--- src/rtl/pend_arb_pkg.sv ---
package pend_arb_pkg;

    localparam int unsigned PRIO_W     = 8;
    localparam int unsigned RUN_W      = PRIO_W + 1;
    localparam int unsigned ID_W       = 10;
    localparam logic [ID_W-1:0] NO_IRQ_ID = 10'd1023;

    // one arbitration candidate travelling through the compare tree
    typedef struct packed {
        logic              valid;
        logic              grp;
        logic [PRIO_W-1:0] prio;
        logic [ID_W-1:0]   id;
    } cand_t;

    typedef enum logic [1:0] {
        ST_QUIET = 2'd0,
        ST_HELD  = 2'd1,
        ST_IRQ   = 2'd2,
        ST_FIQ   = 2'd3
    } sig_state_e;

endpackage

--- src/rtl/pa_qualify.sv ---
module pa_qualify
    import pend_arb_pkg::*;
#(
    parameter int unsigned NUM_LINES  = 64,
    parameter int unsigned CPU_COUNT  = 2,
    parameter int unsigned CPU_ID     = 0,
    parameter int unsigned PRIV_LINES = 32
) (
    input  logic [NUM_LINES-1:0]           line_enable,
    input  logic [NUM_LINES-1:0]           line_pending,
    input  logic [NUM_LINES*CPU_COUNT-1:0] line_target,
    input  logic [NUM_LINES-1:0]           line_group,
    input  logic [NUM_LINES*PRIO_W-1:0]    line_prio,
    output cand_t                          cands [NUM_LINES]
);

    for (genvar k = 0; k < NUM_LINES; k++) begin : g_line
        logic routed;
        if (k < PRIV_LINES) begin : g_priv
            assign routed = 1'b1;
        end else begin : g_shared
            assign routed = line_target[k*CPU_COUNT + CPU_ID];
        end
        assign cands[k].valid = line_enable[k] & line_pending[k] & routed;
        assign cands[k].grp   = line_group[k];
        assign cands[k].prio  = line_prio[k*PRIO_W +: PRIO_W];
        assign cands[k].id    = ID_W'(k);
    end

endmodule

--- src/rtl/pa_node.sv ---
module pa_node
    import pend_arb_pkg::*;
(
    input  cand_t lo,
    input  cand_t hi,
    output cand_t win
);

    // lo carries the lower IDs: hi only wins when strictly more urgent
    logic take_hi;

    always_comb begin
        take_hi = hi.valid && (!lo.valid || (hi.prio < lo.prio));
        win     = take_hi ? hi : lo;
    end

endmodule

--- src/rtl/pa_tree.sv ---
module pa_tree
    import pend_arb_pkg::*;
#(
    parameter int unsigned NUM_LINES = 64
) (
    input  cand_t cands [NUM_LINES],
    output cand_t best
);

    localparam int unsigned LEVELS = (NUM_LINES > 1) ? $clog2(NUM_LINES) : 1;
    localparam int unsigned LEAVES = 1 << LEVELS;

    // heap layout: node i has children 2i (lower IDs) and 2i+1
    cand_t heap [1:2*LEAVES-1];

    for (genvar k = 0; k < LEAVES; k++) begin : g_leaf
        if (k < NUM_LINES) begin : g_real
            assign heap[LEAVES + k] = cands[k];
        end else begin : g_pad
            assign heap[LEAVES + k] = '0;
        end
    end

    for (genvar i = 1; i < LEAVES; i++) begin : g_node
        pa_node u_node (
            .lo  (heap[2*i]),
            .hi  (heap[2*i + 1]),
            .win (heap[i])
        );
    end

    assign best = heap[1];

endmodule

--- src/rtl/pa_signal_fsm.sv ---
module pa_signal_fsm
    import pend_arb_pkg::*;
(
    input  logic             clk,
    input  logic             rst,
    input  cand_t            best,
    input  logic [1:0]       dist_grp_en,
    input  logic [1:0]       cpu_grp_en,
    input  logic             fiq_route_en,
    input  logic [PRIO_W-1:0] prio_mask,
    input  logic [RUN_W-1:0]  run_prio,
    output logic [ID_W-1:0]  pend_id,
    output logic             irq_out,
    output logic             fiq_out
);

    sig_state_e      state_q, state_d;
    logic [ID_W-1:0] id_q, id_d;

    logic open_path;
    logic below_mask;
    logic below_run;
    logic grp_on;

    always_comb begin
        open_path  = (|dist_grp_en) && (|cpu_grp_en);
        below_mask = best.valid && (best.prio < prio_mask);
        below_run  = {1'b0, best.prio} < run_prio;
        grp_on     = dist_grp_en[best.grp] && cpu_grp_en[best.grp];

        state_d = ST_QUIET;
        id_d    = NO_IRQ_ID;
        if (open_path && below_mask) begin
            id_d = best.id;
            if (!below_run || !grp_on) begin
                state_d = ST_HELD;                      // hold
            end else if (!best.grp && fiq_route_en) begin
                state_d = ST_FIQ;                       // raise-fiq
            end else begin
                state_d = ST_IRQ;                       // raise-irq
            end
        end
    end

    // state register
    always_ff @(posedge clk) begin
        if (rst) begin
            state_q <= ST_QUIET;
            id_q    <= NO_IRQ_ID;
        end else begin
            state_q <= state_d;
            id_q    <= id_d;
        end
    end

    // outputs decoded from the registered state
    always_comb begin
        irq_out = 1'b0;
        fiq_out = 1'b0;
        pend_id = id_q;
        unique case (state_q)
            ST_QUIET: pend_id = NO_IRQ_ID;
            ST_HELD:  ;
            ST_IRQ:   irq_out = 1'b1;
            ST_FIQ:   fiq_out = 1'b1;
            default:  pend_id = NO_IRQ_ID;
        endcase
    end

endmodule

--- src/rtl/irq_pend_arbiter.sv ---
module irq_pend_arbiter
    import pend_arb_pkg::*;
#(
    parameter int unsigned NUM_LINES  = 64,
    parameter int unsigned CPU_COUNT  = 2,
    parameter int unsigned CPU_ID     = 0,
    parameter int unsigned PRIV_LINES = 32
) (
    input  logic                           clk,
    input  logic                           rst,
    input  logic [NUM_LINES-1:0]           line_enable,
    input  logic [NUM_LINES-1:0]           line_pending,
    input  logic [NUM_LINES*CPU_COUNT-1:0] line_target,
    input  logic [NUM_LINES-1:0]           line_group,
    input  logic [NUM_LINES*8-1:0]         line_prio,
    input  logic [1:0]                     dist_grp_en,
    input  logic [1:0]                     cpu_grp_en,
    input  logic                           fiq_route_en,
    input  logic [7:0]                     prio_mask,
    input  logic [8:0]                     run_prio,
    output logic [9:0]                     pend_id,
    output logic                           irq_out,
    output logic                           fiq_out
);

    cand_t cands [NUM_LINES];
    cand_t best;

    pa_qualify #(
        .NUM_LINES  (NUM_LINES),
        .CPU_COUNT  (CPU_COUNT),
        .CPU_ID     (CPU_ID),
        .PRIV_LINES (PRIV_LINES)
    ) u_qualify (
        .line_enable  (line_enable),
        .line_pending (line_pending),
        .line_target  (line_target),
        .line_group   (line_group),
        .line_prio    (line_prio),
        .cands        (cands)
    );

    pa_tree #(
        .NUM_LINES (NUM_LINES)
    ) u_tree (
        .cands (cands),
        .best  (best)
    );

    pa_signal_fsm u_fsm (
        .clk          (clk),
        .rst          (rst),
        .best         (best),
        .dist_grp_en  (dist_grp_en),
        .cpu_grp_en   (cpu_grp_en),
        .fiq_route_en (fiq_route_en),
        .prio_mask    (prio_mask),
        .run_prio     (run_prio),
        .pend_id      (pend_id),
        .irq_out      (irq_out),
        .fiq_out      (fiq_out)
    );

endmodule

--- config.mk ---
export PLATFORM = sky130hd
export DESIGN_NAME = irq_pend_arbiter
export DESIGN_NICKNAME = d
export VERILOG_FILES = /design/src/rtl/pend_arb_pkg.sv /design/src/rtl/pa_qualify.sv /design/src/rtl/pa_node.sv /design/src/rtl/pa_tree.sv /design/src/rtl/pa_signal_fsm.sv /design/src/rtl/irq_pend_arbiter.sv
export SDC_FILE = /design/constraint.sdc
export NUM_CORES = 1
export LEC_CHECK = 0
export ABC_CLOCK_PERIOD_IN_PS = 16700
export BUFFER_PORTS_ARGS = -buffer_cell sky130_fd_sc_hd__buf_2
export CAP_MARGIN = 25
export CORE_AREA = 2 2 338 340
export DETAILED_ROUTE_END_ITERATION = 7
export DIE_AREA = 0 0 340 342
export MAX_ROUTING_LAYER = met4
export PLACE_DENSITY = 0.46
export SLEW_MARGIN = 10
export SYNTH_ARGS = -nofsm -noshare
export SYNTH_HDL_FRONTEND = slang
export SYNTH_SLANG_ARGS = --single-unit
--- constraint.sdc ---
create_clock -name clk -period 16.7 [get_ports clk]
set_input_delay 2.505 -clock clk [delete_from_list [all_inputs] [get_ports clk]]
set_output_delay 2.505 -clock clk [all_outputs]
set_load 0.02 [all_outputs]
==> results of run 1 <==
per-layer routing:
metal	vias up	global-route usage [%]
met2	684	31.14
met3	56	3.118
met5	-	-
met4	0	1.973
met1	11417	22.52
li1	12804	-
how the worst max path moves through the flow:
stage	startpoint	end	slack, ns	cells past startpoint
3_3_place_gp	line_prio[502]	u_fsm.id_q[5]	0.15	64
6_report	line_prio[197]	u_fsm.id_q[5]	0.92	63
2_1_floorplan	line_prio[402]	u_fsm.state_q[1]	1.23	74
5_1_grt	line_prio[455]	u_fsm.id_q[5]	-0.01	67
3_5_place_dp	line_prio[405]	u_fsm.id_q[5]	0.16	66
4_1_cts	line_prio[405]	u_fsm.id_q[5]	0.33	66
cell type report:
| type | count | share of cell area (%) |
|---|---|---|
| Antenna cell | 37 | 0.3350 |
| Clock buffer | 4 | 0.2852 |
| Inverter | 391 | 5.310 |
| Timing Repair Buffer | 856 | 16.27 |
| Tap cell | 1512 | 6.845 |
| Multi-Input combinational cell | 2570 | 70.30 |
| Sequential cell | 9 | 0.6519 |
cells in the mapped netlist (all sizes together), types with 43 or more instances:
cell type  instances  area [um2]
nand3             87       435.4
mux2i            257        2572
ha               429        5368
o21ai            172       860.8
nand2            219       822.0
inv              391        1468
clkbuf            49       183.9
o21a              43       322.8
a21o              55       412.9
a211oi            69       535.5
a21oi            272        1365
nand2b            45       289.0
nor2             277        1040
mux2             104        1182
nand4             47       294.0
nor3              46       235.2
what timing repair did:
action | CTS | global route
resized for setup | 0 | 18
endpoints found under the setup margin | 0 | 9
endpoints found under the hold margin | 0 | 0
flip-flops by register name (all words and copies together) (netlist names):
| signal | cells |
|---|---|
| u_fsm.state_q | 2 |
| u_fsm.id_q | 7 |
per-stage QoR:
| stage | setup slack [ns] | area, um2 | cells |
|---|---|---|---|
| final | 0.9201 | 27640 | 5379 |
| after global routing | -0.01030 | 27630 | 5375 |
| after CTS | 0.3319 | 27470 | 5339 |
| after detailed placement | 0.1582 | 27390 | 5335 |
| after global placement | 0.1536 | 27380 | 5334 |
| after floorplan | 1.233 | 21270 | 3041 |
logic make-up after synthesis:
kind of cell / Yosys count / share of synthesized area [%]
buffers and inverters: 462 / 8.317
DFF: 9 / 0.8470
adders and majority gates: 434 / 25.47
and+or+nand+nor: 912 / 20.78
AOI/OAI and AO/OA: 863 / 26.94
muxes: 361 / 17.65
power breakdown:
part	leakage, nW	total (W)	switching [W]	internal [W]
sequential	0.0738	0.0000303	0.00000183	0.0000285
clock	0.0384	0.0000414	0.00000956	0.0000318
combinational	14.6	0.00260	0.00148	0.00113
worst min-delay path: cells and delay by family:
kind,cells,cell delay [ns]
muxes,1,0.15
and+or+nand+nor,2,0.12
buffers and inverters,1,0.10
==> impl_metrics.toml, run 1 <==
[outcome]
status = "finished, final reports clean"

[global_routing]
grt_pass1_vias = 24183
antenna_found_initial = 61
grt_use_total_pct = 18.03
grt_pass1_wl_um = 153700
overflow = 0
grt_max_degree = 21

[cells_and_area]
final_cell_mix = "buf_2 (771), ha_1 (429), inv_1 (390), nor2_1 (276), a21oi_1 (271)"
fin_util_pct = 24.44
fin_nets = 5116
fillers = 12859
layout-drive-gt1-share_pct = 27.23
final_common_cell = "buf_2"
multi_input_area_um2 = 19430
area_growth_syn_to_layout_pct = 29.93
regArea_um2 = 180.2

[synth]
ys_ff_latch = 9
postSynthCellCount = 3041
ys_warn_count = 0
syn_nets = 4326
synth_edf_count = 0
synthesis.area_um2 = 21270
synth-main-ff-cell = "dfxtp_1"
async_flop_share_pct = 0
seq_area_frac_synth_pct = 0.8470
syn_avg_cell_area_um2 = 6.995
synth_cell_types = 100

[power]
finalPower_w = 0.002672
p_per_area_nw_per_um2 = 96.68
leakagePower_nw = 14.74
irDropWorstVdd_mv = 0.1707

[timing]
hold_viol_final = 0
final-setup-viol-count = 0
final_max_slew_viol_count = 0
worst_pin_slew_ns = 0.8400
fin_crit_sh_pct = 94.49
fmax_mhz = 63.37
setup_tns_ns = 0
hold_slack_ns = 2.694
slew-limit-headroom_pct = 44.00
period_needed_ns = 15.78

[floorplanning]
die_width_um = 340
coreArea_um2 = 113100
die_area_um2 = 116300
initial_core_util_pct = 18.81
num_rows = 124
io_pins = 868
die_h_um = 342

[drt]
drc = 0
routed_wl_um = 107400
first_pass_iters = 5
vias = 24961
top_layer_used = "met4"
post_drt_wl_per_cell_um = 19.96
wl_met2_um = 51260
postRouteAntennaNets = 0
drt_iter0_drc = 1191
m1WireLength_um = 48540
via_per_inst = 4.640
wl_met3_um = 6468

[clock_network]
cts_root_buffer = "clkbuf_16"
numCtsBuffers = 3
cts_setup_buffers = 0
htreeDepth = 1
cts_hold_buffers = 0
cts_tree = "built"
clock_sinks = 9
clockBufferDepth = 2
clk_pin_slew_ns = 0.04

[setup_path]
start_kind = "input pin"
slowest_stage = "a41o_1"
end_kind = "flip-flop"
path_delay_family = "compound AO/OA/AOI/OAI gates"
max_stage_delay_ns = 0.55
cp_max_fo = 20
cpMostUsedCell = "a21oi_1"
arrival_ns = 15.89
worstPathRequired_ns = 16.81
critPathBufInv = 9
critPathKind = "input pin to flip-flop"

[placed_design]
portBuffers = 771
hpwl_um = 99880
place_congestion = 0.9132

[hold_path]
hold_end = "u_fsm.state_q[1]"
min_from = "dist_grp_en[1]"
worstHoldPathType = "input pin to flip-flop"
hold_depth = 4

[flow_run]
cap_violations = 0
Note: power is estimated with default switching activity, not from simulation.
==> run 2: changes to the inputs <==
- ABC_AREA: unset -> 1
- CORE_AREA: 2 2 338 340 -> 2 2 341 343
- DIE_AREA: 0 0 340 342 -> 0 0 343 345
- PLACE_DENSITY: 0.46 -> 0.45
==> run 2 against run 1 <==
Global-route usage fell by 1.6 points. Sequential power fell by 3%. Via count rose by 2.3%. Design area fell by 7.1%. Largest power group unchanged.
==> impl_metrics.toml, run 2 <==
[outcome]
status = "finished, final reports clean"

[synth]
ys_warn_count = 0
synth_cell_types = 38
async_flop_share_pct = 0
synth_area_leaders = "ha_1 (27%), nand2_1 (26%), inv_1 (9.6%)"
synth_top_cell_area_share_pct = 26.85
syn_nets = 5042
seq_area_frac_synth_pct = 0.9014
synth_most_common_cell = "nand2_1"
synth-main-ff-cell = "dfxtp_1"
synthesis.area_um2 = 19990
synth_common_cells = "nand2_1 (1381), inv_1 (511), ha_1 (429)"
postSynthCellCount = 3757
ys_ff_latch = 9
syn_avg_cell_area_um2 = 5.320
synth_edf_count = 0
yosysTopAreaCell = "ha_1"

[setup_path]
end_kind = "flip-flop"
worstPathRequired_ns = 16.81
path_delay_family = "compound AO/OA/AOI/OAI gates"
max_stage_delay_ns = 0.62
critPathBufInv = 7
cpMostUsedCell = "nand2_1"
start_kind = "input pin"
cp_max_fo = 23
critPathKind = "input pin to flip-flop"
arrival_ns = 14.52
slowest_stage = "o21ai_0"

[timing]
setup_tns_ns = 0
hold_slack_ns = 2.688
hold_viol_final = 0
final-setup-viol-count = 0
slew-limit-headroom_pct = 23.60
rsz0062_at_grt = "false"
worst_pin_slew_ns = 1.134
period_needed_ns = 14.41
fin_crit_sh_pct = 86.31
final_max_slew_viol_count = 0
fmax_mhz = 69.38

[drt]
post_drt_wl_per_cell_um = 16.64
via_per_inst = 4.236
wl_met2_um = 49320
m1WireLength_um = 41990
postRouteAntennaNets = 0
top_layer_used = "met4"
wl_met3_um = 7099
drc = 0
first_pass_iters = 5
drt_iter0_drc = 1186
vias = 25547
routed_wl_um = 100400

[global_routing]
grt_pass1_wl_um = 143200
grt_max_degree = 25
overflow = 0
grt_use_total_pct = 16.45
grt_pass1_vias = 24126
antenna_found_initial = 61

[clock_network]
post_cts_resize_count = 0
clk_pin_slew_ns = 0.04
clock_sinks = 9
cts_hold_buffers = 0
cts_root_buffer = "clkbuf_16"
numCtsBuffers = 3
cts_setup_buffers = 0
clockBufferDepth = 2
cts_tree = "built"
htreeDepth = 1

[cells_and_area]
layout-drive-gt1-share_pct = 20.15
final_cell_mix = "nand2_1 (1381), buf_2 (771), inv_1 (511), ha_1 (429), o21ai_0 (378)"
largest_reg_flops = 7
top_regs = "u_fsm.id_q: 7 flops, u_fsm.state_q: 2 flops"
final_common_cell = "nand2_1"
largest-register = "u_fsm.id_q"
area_growth_syn_to_layout_pct = 28.46
fillers = 13535
fin_nets = 5748

[floorplanning]
num_rows = 125
die_width_um = 343
die_area_um2 = 118300
io_pins = 868
die_h_um = 345
initial_core_util_pct = 17.36
coreArea_um2 = 115100

[power]
leakagePower_nw = 15.46
p_per_area_nw_per_um2 = 77.64
irDropWorstVdd_mv = 0.1094

[placed_design]
hpwl_um = 93640
place_congestion = 0.9423
portBuffers = 771

[hold_path]
worstHoldPathType = "input pin to flip-flop"

[flow_run]
cap_violations = 0
==> run 2: changes by cell type in the layout (fill, tap and decap cells not counted), moves of 77 or more <==
cell	delta
buf_4	-77
inv_1	+121
mux2_2	-92
mux2i_1	-252
nand2_1	+1164
nand2_2	+78
nand3_1	+78
o21ai_0	+227
==> run 2: report_power, final <==
group | leakage, nW | switching, W | internal [W]
logic | 15.3 | 0.00129 | 0.000630
clock network | 0.0384 | 0.00000990 | 0.0000319
registers | 0.0739 | 0.00000144 | 0.0000281
total | 15.5 | 0.00130 | 0.000690
==> run 2: cells by family after synthesis <==
group                      share of synthesized area, %
muxes                                            0.4882
AOI/OAI and AO/OA                                 19.86
adders and majority gates                         26.85
DFF                                              0.9014
and+or+nand+nor                                   40.37
buffers and inverters                             11.52
==> run 2: worst paths after layout <==
kind,start,to,slack (ns),cells after the start
max,line_prio[273],u_fsm.id_q[3],2.29,63
min,fiq_route_en,u_fsm.state_q[0],2.69,5
==> run 2: stage by stage <==
stage | util [%] | cell area, um2 | power [W] | instances | setup WS, ns
floorplan | - | 19990 | 0.001293 | 3757 | 4.305
global placement | 22.13 | 25480 | 0.001942 | 5981 | 1.604
detailed placement | 22.13 | 25480 | 0.001954 | 5981 | 1.580
CTS | 22.20 | 25560 | 0.002009 | 5985 | 1.805
global route | 22.30 | 25660 | 0.002272 | 6026 | 0.9196
finish | 22.31 | 25680 | 0.001994 | 6031 | 2.287
==> run 2: layer usage <==
| layer | vias up | GRT usage [%] |
|---|---|---|
| li1 | 13705 | - |
| met1 | 11060 | 18.58 |
| met2 | 696 | 29.75 |
| met3 | 86 | 3.726 |
| met4 | 0 | 2.576 |
| met5 | - | - |
==> run 2: layout make-up <==
type | instances | area, um2 | share of cell area (%)
multi-input combinational | 3146 | 17500 | 68.17
timing repair buffer | 780 | 3926 | 15.29
inverter | 523 | 1968 | 7.665
tap | 1524 | 1907 | 7.426
sequential | 9 | 180.2 | 0.7017
antenna | 45 | 112.6 | 0.4386
clock buffer | 4 | 78.83 | 0.3070
